$ cat config.mk
export PLATFORM = sky130hd
export DESIGN_NAME = spill_role_sel
export DESIGN_NICKNAME = d
export VERILOG_FILES = /design/src/rtl/spill_role_pkg.sv /design/src/rtl/spill_set_classify.sv /design/src/rtl/spill_duel_counter.sv /design/src/rtl/spill_role_sel.sv
export SDC_FILE = /design/constraint.sdc
export NUM_CORES = 1
export LEC_CHECK = 0
export BUFFER_PORTS_ARGS = -buffer_cell sky130_fd_sc_hd__buf_2
export CAP_MARGIN = 20
export CORE_MARGIN = 2
export CORE_UTILIZATION = 48
export DETAILED_ROUTE_END_ITERATION = 12
export PLACE_DENSITY = 0.79
export SYNTH_ARGS = -nofsm -noshare
export SYNTH_HDL_FRONTEND = slang
export SYNTH_SLANG_ARGS = --single-unit
$ cat constraint.sdc
create_clock -name clk -period 2.8 [get_ports clk]
set_input_delay 0.28 -clock clk [delete_from_list [all_inputs] [get_ports clk]]
set_output_delay 0.28 -clock clk [all_outputs]
set_load 0.005 [all_outputs]
$ cat src/rtl/spill_role_pkg.sv
package spill_role_pkg;
  typedef enum logic [1:0] {
    KIND_FOLLOW     = 2'd0,
    KIND_LEAD_SPILL = 2'd1,
    KIND_LEAD_RECV  = 2'd2
  } set_kind_e;
endpackage

$ cat src/rtl/spill_set_classify.sv
module spill_set_classify
  import spill_role_pkg::*;
#(
  parameter int SET_W = 10
) (
  input  logic [SET_W-1:0] set_idx,
  output set_kind_e        kind
);
  localparam int HALF = SET_W / 2;

  logic [HALF-1:0] hi_part;
  logic [HALF-1:0] lo_part;

  assign hi_part = set_idx[SET_W-1 -: HALF];
  assign lo_part = set_idx[HALF-1:0];

  always_comb begin
    if (hi_part == lo_part)       kind = KIND_LEAD_SPILL;
    else if (hi_part == ~lo_part) kind = KIND_LEAD_RECV;
    else                          kind = KIND_FOLLOW;
  end
endmodule

$ cat src/rtl/spill_duel_counter.sv
module spill_duel_counter #(
  parameter int CNT_W = 10
) (
  input  logic clk,
  input  logic rst_n,
  input  logic up,
  input  logic down,
  output logic top_bit
);
  localparam logic [CNT_W-1:0] CNT_MAX  = '1;
  localparam logic [CNT_W-1:0] CNT_INIT = {1'b0, {(CNT_W-1){1'b1}}};

  logic [CNT_W-1:0] cnt_q;

  always_ff @(posedge clk or negedge rst_n) begin
    if (!rst_n) begin
      cnt_q <= CNT_INIT;
    end else if (up && !down && cnt_q != CNT_MAX) begin
      cnt_q <= cnt_q + 1'b1;
    end else if (down && !up && cnt_q != '0) begin
      cnt_q <= cnt_q - 1'b1;
    end
  end

  assign top_bit = cnt_q[CNT_W-1];
endmodule

$ cat src/rtl/spill_role_sel.sv
module spill_role_sel
  import spill_role_pkg::*;
#(
  parameter int SET_W = 10,
  parameter int CNT_W = 10
) (
  input  logic             clk,
  input  logic             rst_n,
  input  logic             miss_valid,
  input  logic [SET_W-1:0] miss_set,
  input  logic             evict_valid,
  input  logic [SET_W-1:0] evict_set,
  output logic             evict_spill,
  input  logic             rx_valid,
  input  logic [SET_W-1:0] rx_set,
  output logic             rx_ready,
  output logic             rx_reject,
  output logic             role_recv
);
  localparam int LANES = 3;
  localparam int L_MISS = 0;
  localparam int L_EVICT = 1;
  localparam int L_RX = 2;

  logic [SET_W-1:0] lane_set  [LANES];
  set_kind_e        lane_kind [LANES];
  logic             lane_spill[LANES];

  assign lane_set[L_MISS]  = miss_set;
  assign lane_set[L_EVICT] = evict_set;
  assign lane_set[L_RX]    = rx_set;

  logic follower_recv;

  for (genvar g = 0; g < LANES; g++) begin : g_lane
    spill_set_classify #(.SET_W(SET_W)) u_cls (
      .set_idx (lane_set[g]),
      .kind    (lane_kind[g])
    );
    always_comb begin
      unique case (lane_kind[g])
        KIND_LEAD_SPILL: lane_spill[g] = 1'b1;
        KIND_LEAD_RECV:  lane_spill[g] = 1'b0;
        default:         lane_spill[g] = !follower_recv;
      endcase
    end
  end

  logic cnt_up;
  logic cnt_down;

  assign cnt_up   = miss_valid && (lane_kind[L_MISS] == KIND_LEAD_SPILL);
  assign cnt_down = miss_valid && (lane_kind[L_MISS] == KIND_LEAD_RECV);

  spill_duel_counter #(.CNT_W(CNT_W)) u_duel (
    .clk     (clk),
    .rst_n   (rst_n),
    .up      (cnt_up),
    .down    (cnt_down),
    .top_bit (follower_recv)
  );

  assign role_recv   = follower_recv;
  assign evict_spill = evict_valid && lane_spill[L_EVICT];
  assign rx_reject   = rx_valid && lane_spill[L_RX];
  assign rx_ready    = rx_valid && !lane_spill[L_RX];
endmodule

==> After elaboration in Yosys (flattened, before gate mapping) <==
Index checks and enable logic that the tools add are counted.
{ "classes": {"n_eq_ne": 13, "n_reduce_logical": 15, "bitwise_logic": 3, "n_addsub": 2, "muxes": 10} }
{ "op_table": {"columns": ["operator", "count"], "rows": [
  ["$eq A5 B5 Y1", 6],
  ["$mux W10", 2],
  ["$not A5 Y5", 3],
  ["$mux W2", 6],
  ["$add A10 B1 Y10 const B", 1],
  ["$ne A10 B10 Y1 const B", 1],
  ["$reduce_bool A10 Y1", 1],
  ["$sub A10 B1 Y10 const B", 1],
  ["$logic_and A1 B1 Y1", 9],
  ["$eq A2 B1 Y1 const B", 3],
  ["$eq A2 B2 Y1 const B", 3],
  ["$logic_not A1 Y1", 4],
  ["$pmux W1 S2", 2],
  ["$reduce_bool A2 Y1", 1]
]} }
{ "totals": {"regBits": 10, "output_inout_bits": 4, "in_bits": 35} }

==> Longest topological paths before layout <==
{ "depth": {"ltp_word": 11, "depth_mapped": 12} }

==> Hierarchy <==
A second synthesis with hierarchy kept.
{ "hier_totals": {"cells_unflattened": 131, "hier_area_um2": 1156.1} }
{ "modules_own_cells": {"columns": ["module", "area_per_inst_um2", "n_inst", "cells_per_inst"], "rows": [
  ["spill_duel_counter", 835.8, 1, 90],
  ["spill_set_classify", 72.6, 3, 9],
  ["spill_role_sel", 102.6, 1, 14]
]} }

==> Worst setup path after synthesis <==
No wires, ideal clock.
{ "synth_timing": {"kind": "input to register", "start": "input miss_set[3]", "end": "register u_duel.cnt_q[8]", "path_stages": 11, "t_arrival_ps": 2562, "setup_time_ps": 82, "path_slack_ps": 156, "t_required_ps": 2718, "n_path_buf": 0, "cell_sequence": "xnor2_1 > nand4_1 > nor3_2 > inv_1 > ha_1 > nor2b_4 > o31a_1 > a311o_1 > a21oi_2 > xor2_1 > o21ai_1"} }
{ "synth_between": {"elab_chain_len": 10} }
{ "synth_lines": {"columns": ["item", "line_no", "rtl"], "rows": [
  ["from (decl)", "spill_role_sel.sv:10", "input logic [SET_W-1:0] miss_set,"],
  ["$not A5 Y5", "spill_set_classify.sv:19", "else if (hi_part == ~lo_part) kind = KIND_LEAD_RECV;"],
  ["$eq A5 B5 Y1", "spill_set_classify.sv:19", null],
  ["$mux W2", "spill_set_classify.sv:19", null],
  ["$mux W2 *", "spill_set_classify.sv:18", "if (hi_part == lo_part) kind = KIND_LEAD_SPILL;"],
  ["$eq A2 B2 Y1 or $eq A2 B1 Y1 (tied branches)", null, null],
  ["$logic_and A1 B1 Y1, on equally long branches", "spill_role_sel.sv:53, spill_role_sel.sv:52", null],
  ["$logic_not A1 Y1, on equally long branches", "spill_duel_counter.sv:18, spill_duel_counter.sv:20", null],
  ["$logic_and A1 B1 Y1, on equally long branches (2 in a row)", "spill_duel_counter.sv:18, spill_duel_counter.sv:20", null],
  ["$mux W10 or $reduce_bool A2 Y1 (tied branches)", null, null],
  ["to (signal assigned)", "spill_duel_counter.sv:19", "cnt_q <= cnt_q + 1'b1;"],
  ["to (signal assigned)", "spill_duel_counter.sv:21", "cnt_q <= cnt_q - 1'b1;"],
  ["to (decl)", "spill_duel_counter.sv:13", "logic [CNT_W-1:0] cnt_q;"]
]} }
Every way passes the cells marked *; elsewhere a longest branch is shown, timed or not.
A chain may end at the register's enable or synchronous reset.

==> Worst setup path in the final report <==
{ "layout_timing": {"start": "register u_duel.cnt_q[7]", "end": "register u_duel.cnt_q[8]"} }
{ "layout_between": {"elab_chain_len": 3} }
{ "layout_lines": {"columns": ["item", "line_no", "rtl"], "rows": [
  ["$sub A10 B1 Y10, or another cell as far along", "spill_duel_counter.sv:21", null],
  ["$mux W10, or another cell as far along", "spill_duel_counter.sv:20", "end else if (down && !up && cnt_q != '0) begin"],
  ["$mux W10 or $reduce_bool A2 Y1 (tied branches)", null, null]
]} }
Parallel ways exist; a longest one is shown, timed or not. The select of a mux whose other input is x is not followed.

==> results_dict.tcl <==
set metrics [dict create \
    status "finished, final reports clean" \
    ys_warn_count 0 \
    postLayoutCellArea_mm2 0.00128 \
    nets 204 \
    hold_viol 0 \
    crit_type "reg2reg" \
    initialDrtViolationCount 6 \
    p_int_uw 693 \
    io_buffers 38 \
    diodes 0 \
    cellPowerDensity_mw_per_mm2 948 \
    cp.required_ns 3.01 \
    rsz0062_at_grt "no" \
    synth_area_mm2 0.00102 \
    die_h_um 50.0 \
    largest-register "u_duel.cnt_q" \
    grt_pass1_wl_um 4150 \
    fp-row-count 16 \
    ir_drop_mv 0.606 \
    synth_cell_type_count 35 \
    max_cap_viol_count 0 \
    antenna_found_initial 0 \
    final_cell_mix "38 x buf_2, 17 x xnor2_1, 11 x nand2_1" \
    syn-num-nets 159 \
    slew_headroom_pct 66.8 \
    area_growth_pct 26.2 \
    routabilityCongestion 0.805 \
    path_clk_slew_ns 0.08 \
    synth.avg_cell_area_um2 8.85 \
    crit_path_start_kind "flop" \
    largest_reg_flops 10 \
    synth_seq_cells 10 \
    clk_latency_ns 0.28 \
    drv_slew 0 \
    p_comb_share_pct 62.9 \
    cp_max_fo 6 \
    dp_hpwl_um 2020 \
    routed_wl_um 2410 \
    drc 0 \
    leakagePower_uw 0.000575 \
    grt_use_met2_pct 39.9 \
    syn_inst 115 \
    drt-wirelength-per-cell_um 13.0 \
    switching_share_pct 43.1 \
    core_mm2 0.00198 \
    cts.sink_count 10 \
    drt_first_pass_iters 4 \
    p_sw_uw 524 \
    die_w_um 50.0 \
    drive_gt1_share_pct 37.7 \
    busiest_layer "met2" \
    finalSetupTns_ns 0 \
    p_seq_share_pct 27.9 \
    root_buffer "clkbuf_4" \
    met1_usage_pct 23.7 \
    floorplan.die_area_mm2 0.00250 \
    ys_seq_area_share_pct 25.7 \
    final_common_cell "buf_2" \
    grt_util_met3_pct 4.24 \
    clockBufferDepth 2 \
    grt_max_degree 18 \
    ios 39 \
    cts_tree "yes" \
    grt_pass1_vias 981 \
    track_usage_pct 21.8 \
    fin_skew_ns 0.0133 \
    placed_cell_area_mm2 0.00125 \
    max_freq_mhz 386 \
    cts_buffers 3 \
    grt.overflow.total 0 \
    finalPower_uw 1220 \
    start_util_pct 51.3 \
    final.min_clock_period_ns 2.59 \
    critPathCaptureType "flop" \
    top_regs "u_duel.cnt_q x10" \
    vias 989 \
    vias_per_cell 5.32 \
    p_clk_share_pct 9.2 \
    crit_arrival_ns 2.79 \
    worstHoldPathType "in2async" \
    finalSetupViolCount 0 \
    final_antenna_net_count 0 \
    cts-htree-levels 1 \
    worstMarginPinSlew_ns 0.492 \
    period_share_pct 92.4 \
]
[path summary, 6_finish.rpt]
kind	slack, ns	cells past startpoint	start	endpoint
min in group clk	0.50	2	u_duel.cnt_q[4]$_DFFE_PN1P_	u_duel.cnt_q[4]$_DFFE_PN1P_
hold reg to reg	0.50	2	u_duel.cnt_q[4]$_DFFE_PN1P_	u_duel.cnt_q[4]$_DFFE_PN1P_
setup / recovery	0.21	11	u_duel.cnt_q[7]$_DFFE_PN1P_	u_duel.cnt_q[8]$_DFFE_PN1P_
hold / removal	0.38	2	rst_n	u_duel.cnt_q[9]$_DFFE_PN0P_
max in group asynchronous	2.15	2	rst_n	u_duel.cnt_q[3]$_DFFE_PN1P_
setup reg to reg	0.21	11	u_duel.cnt_q[7]$_DFFE_PN1P_	u_duel.cnt_q[8]$_DFFE_PN1P_
[cells in the mapped netlist]
cell type | count | area share [%]
xnor2_1 | 17 | 15
nand2_1 | 11 | 4.1
dfstp_2 | 9 | 23
ha_1 | 8 | 9.8
a21oi_1 | 7 | 3.4
o21ai_0 | 7 | 3.4
xor2_1 | 6 | 5.2
nand4_1 | 5 | 3.1
nor4_1 | 5 | 3.1
inv_1 | 4 | 1.5
nor2_1 | 4 | 1.5
a21o_1 | 3 | 2.2
nand3_1 | 3 | 1.5
o21a_1 | 3 | 2.2
nor3_1 | 2 | 0.98
o21ai_1 | 2 | 0.98
a21oi_2 | 1 | 0.86
a311o_1 | 1 | 0.98
a31oi_1 | 1 | 0.62
and2_1 | 1 | 0.62
and2b_2 | 1 | 0.86
and4_1 | 1 | 0.86
and4b_2 | 1 | 1.1
buf_2 | 1 | 0.49
buf_6 | 1 | 1.1
dfrtp_1 | 1 | 2.5
fa_1 | 1 | 2.0
mux2i_1 | 1 | 0.98
nand2b_1 | 1 | 0.62
nor2_4 | 1 | 1.1
nor2b_1 | 1 | 0.62
nor2b_4 | 1 | 1.4
nor3_2 | 1 | 0.98
o31a_1 | 1 | 0.86
o31ai_1 | 1 | 0.74
[per-stage QoR]
| stage | cells | utilization (%) | hold slack, ns | setup WS [ns] |
|---|---|---|---|---|
| finish | 186 | 64.8 | 0.380 | 0.212 |
| global route | 186 | 64.8 | 0.404 | 0.0513 |
| CTS | 186 | 64.8 | 0.383 | 0.146 |
| detailed placement | 181 | 62.9 | 0.154 | 0.131 |
| global placement | 181 | 62.9 | 0.146 | 0.179 |
| floorplan | 115 | - | -0.0156 | 0.156 |
[power by group through the flow]
stage / clock (uW) / sequential, uW / combinational (uW)
5_1_grt: 121 / 354 / 871
3_5_place_dp: 0 / 342 / 761
2_1_floorplan: 0 / 319 / 596
4_1_cts: 113 / 339 / 768
3_3_place_gp: 0 / 333 / 740
6_report: 112 / 340 / 766
[cell families (layout without fill, tap and decap cells)]
| group | count (synthesis) | after routing | synth area share, % |
|---|---|---|---|
| xor gates and xnor gates | 23 | 23 | 19.8 |
| DFF | 10 | 10 | 25.7 |
| adders and majority gates | 9 | 9 | 11.8 |
| buffers and inverters | 6 | 50 | 3.07 |
| and+or+nand+nor | 39 | 39 | 22.3 |
| AOI/OAI and AO/OA | 27 | 27 | 16.4 |
| muxes | 1 | 1 | 0.984 |
[per-layer routing]
layer / wire length (um) / share of wire (%)
met5: 0 / 0
met4: 38 / 1.6
met3: 79 / 3.3
met2: 1330 / 55
met1: 966 / 40
[worst max-delay path: stages (launching register included)]
cell and delay, ns:
dfstp_2 0.57, nand4_1 0.10, nor3_1 0.23, nor3_2 0.08, inv_2 0.11, ha_1 0.28, nor2b_4 0.15, o31a_1 0.27
a311o_1 0.37, a21oi_2 0.15, xor2_1 0.15, o21ai_1 0.07
[repair_timing]
action                                 CTS  global route
hold buffers                             1             0
setup endpoints to repair                0             2
setup buffers                            0             0
resized for setup                        0             1
endpoints found under the hold margin    1             0
[area by class of cell]
type	instances	area, um2
Fill cell	178	698
Multi-Input combinational cell	99	724
Clock buffer	4	26.3
Inverter	4	15.0
Sequential cell	10	262
Tap cell	27	33.8
Timing Repair Buffer	42	223
(Power assumes the default switching activity.)
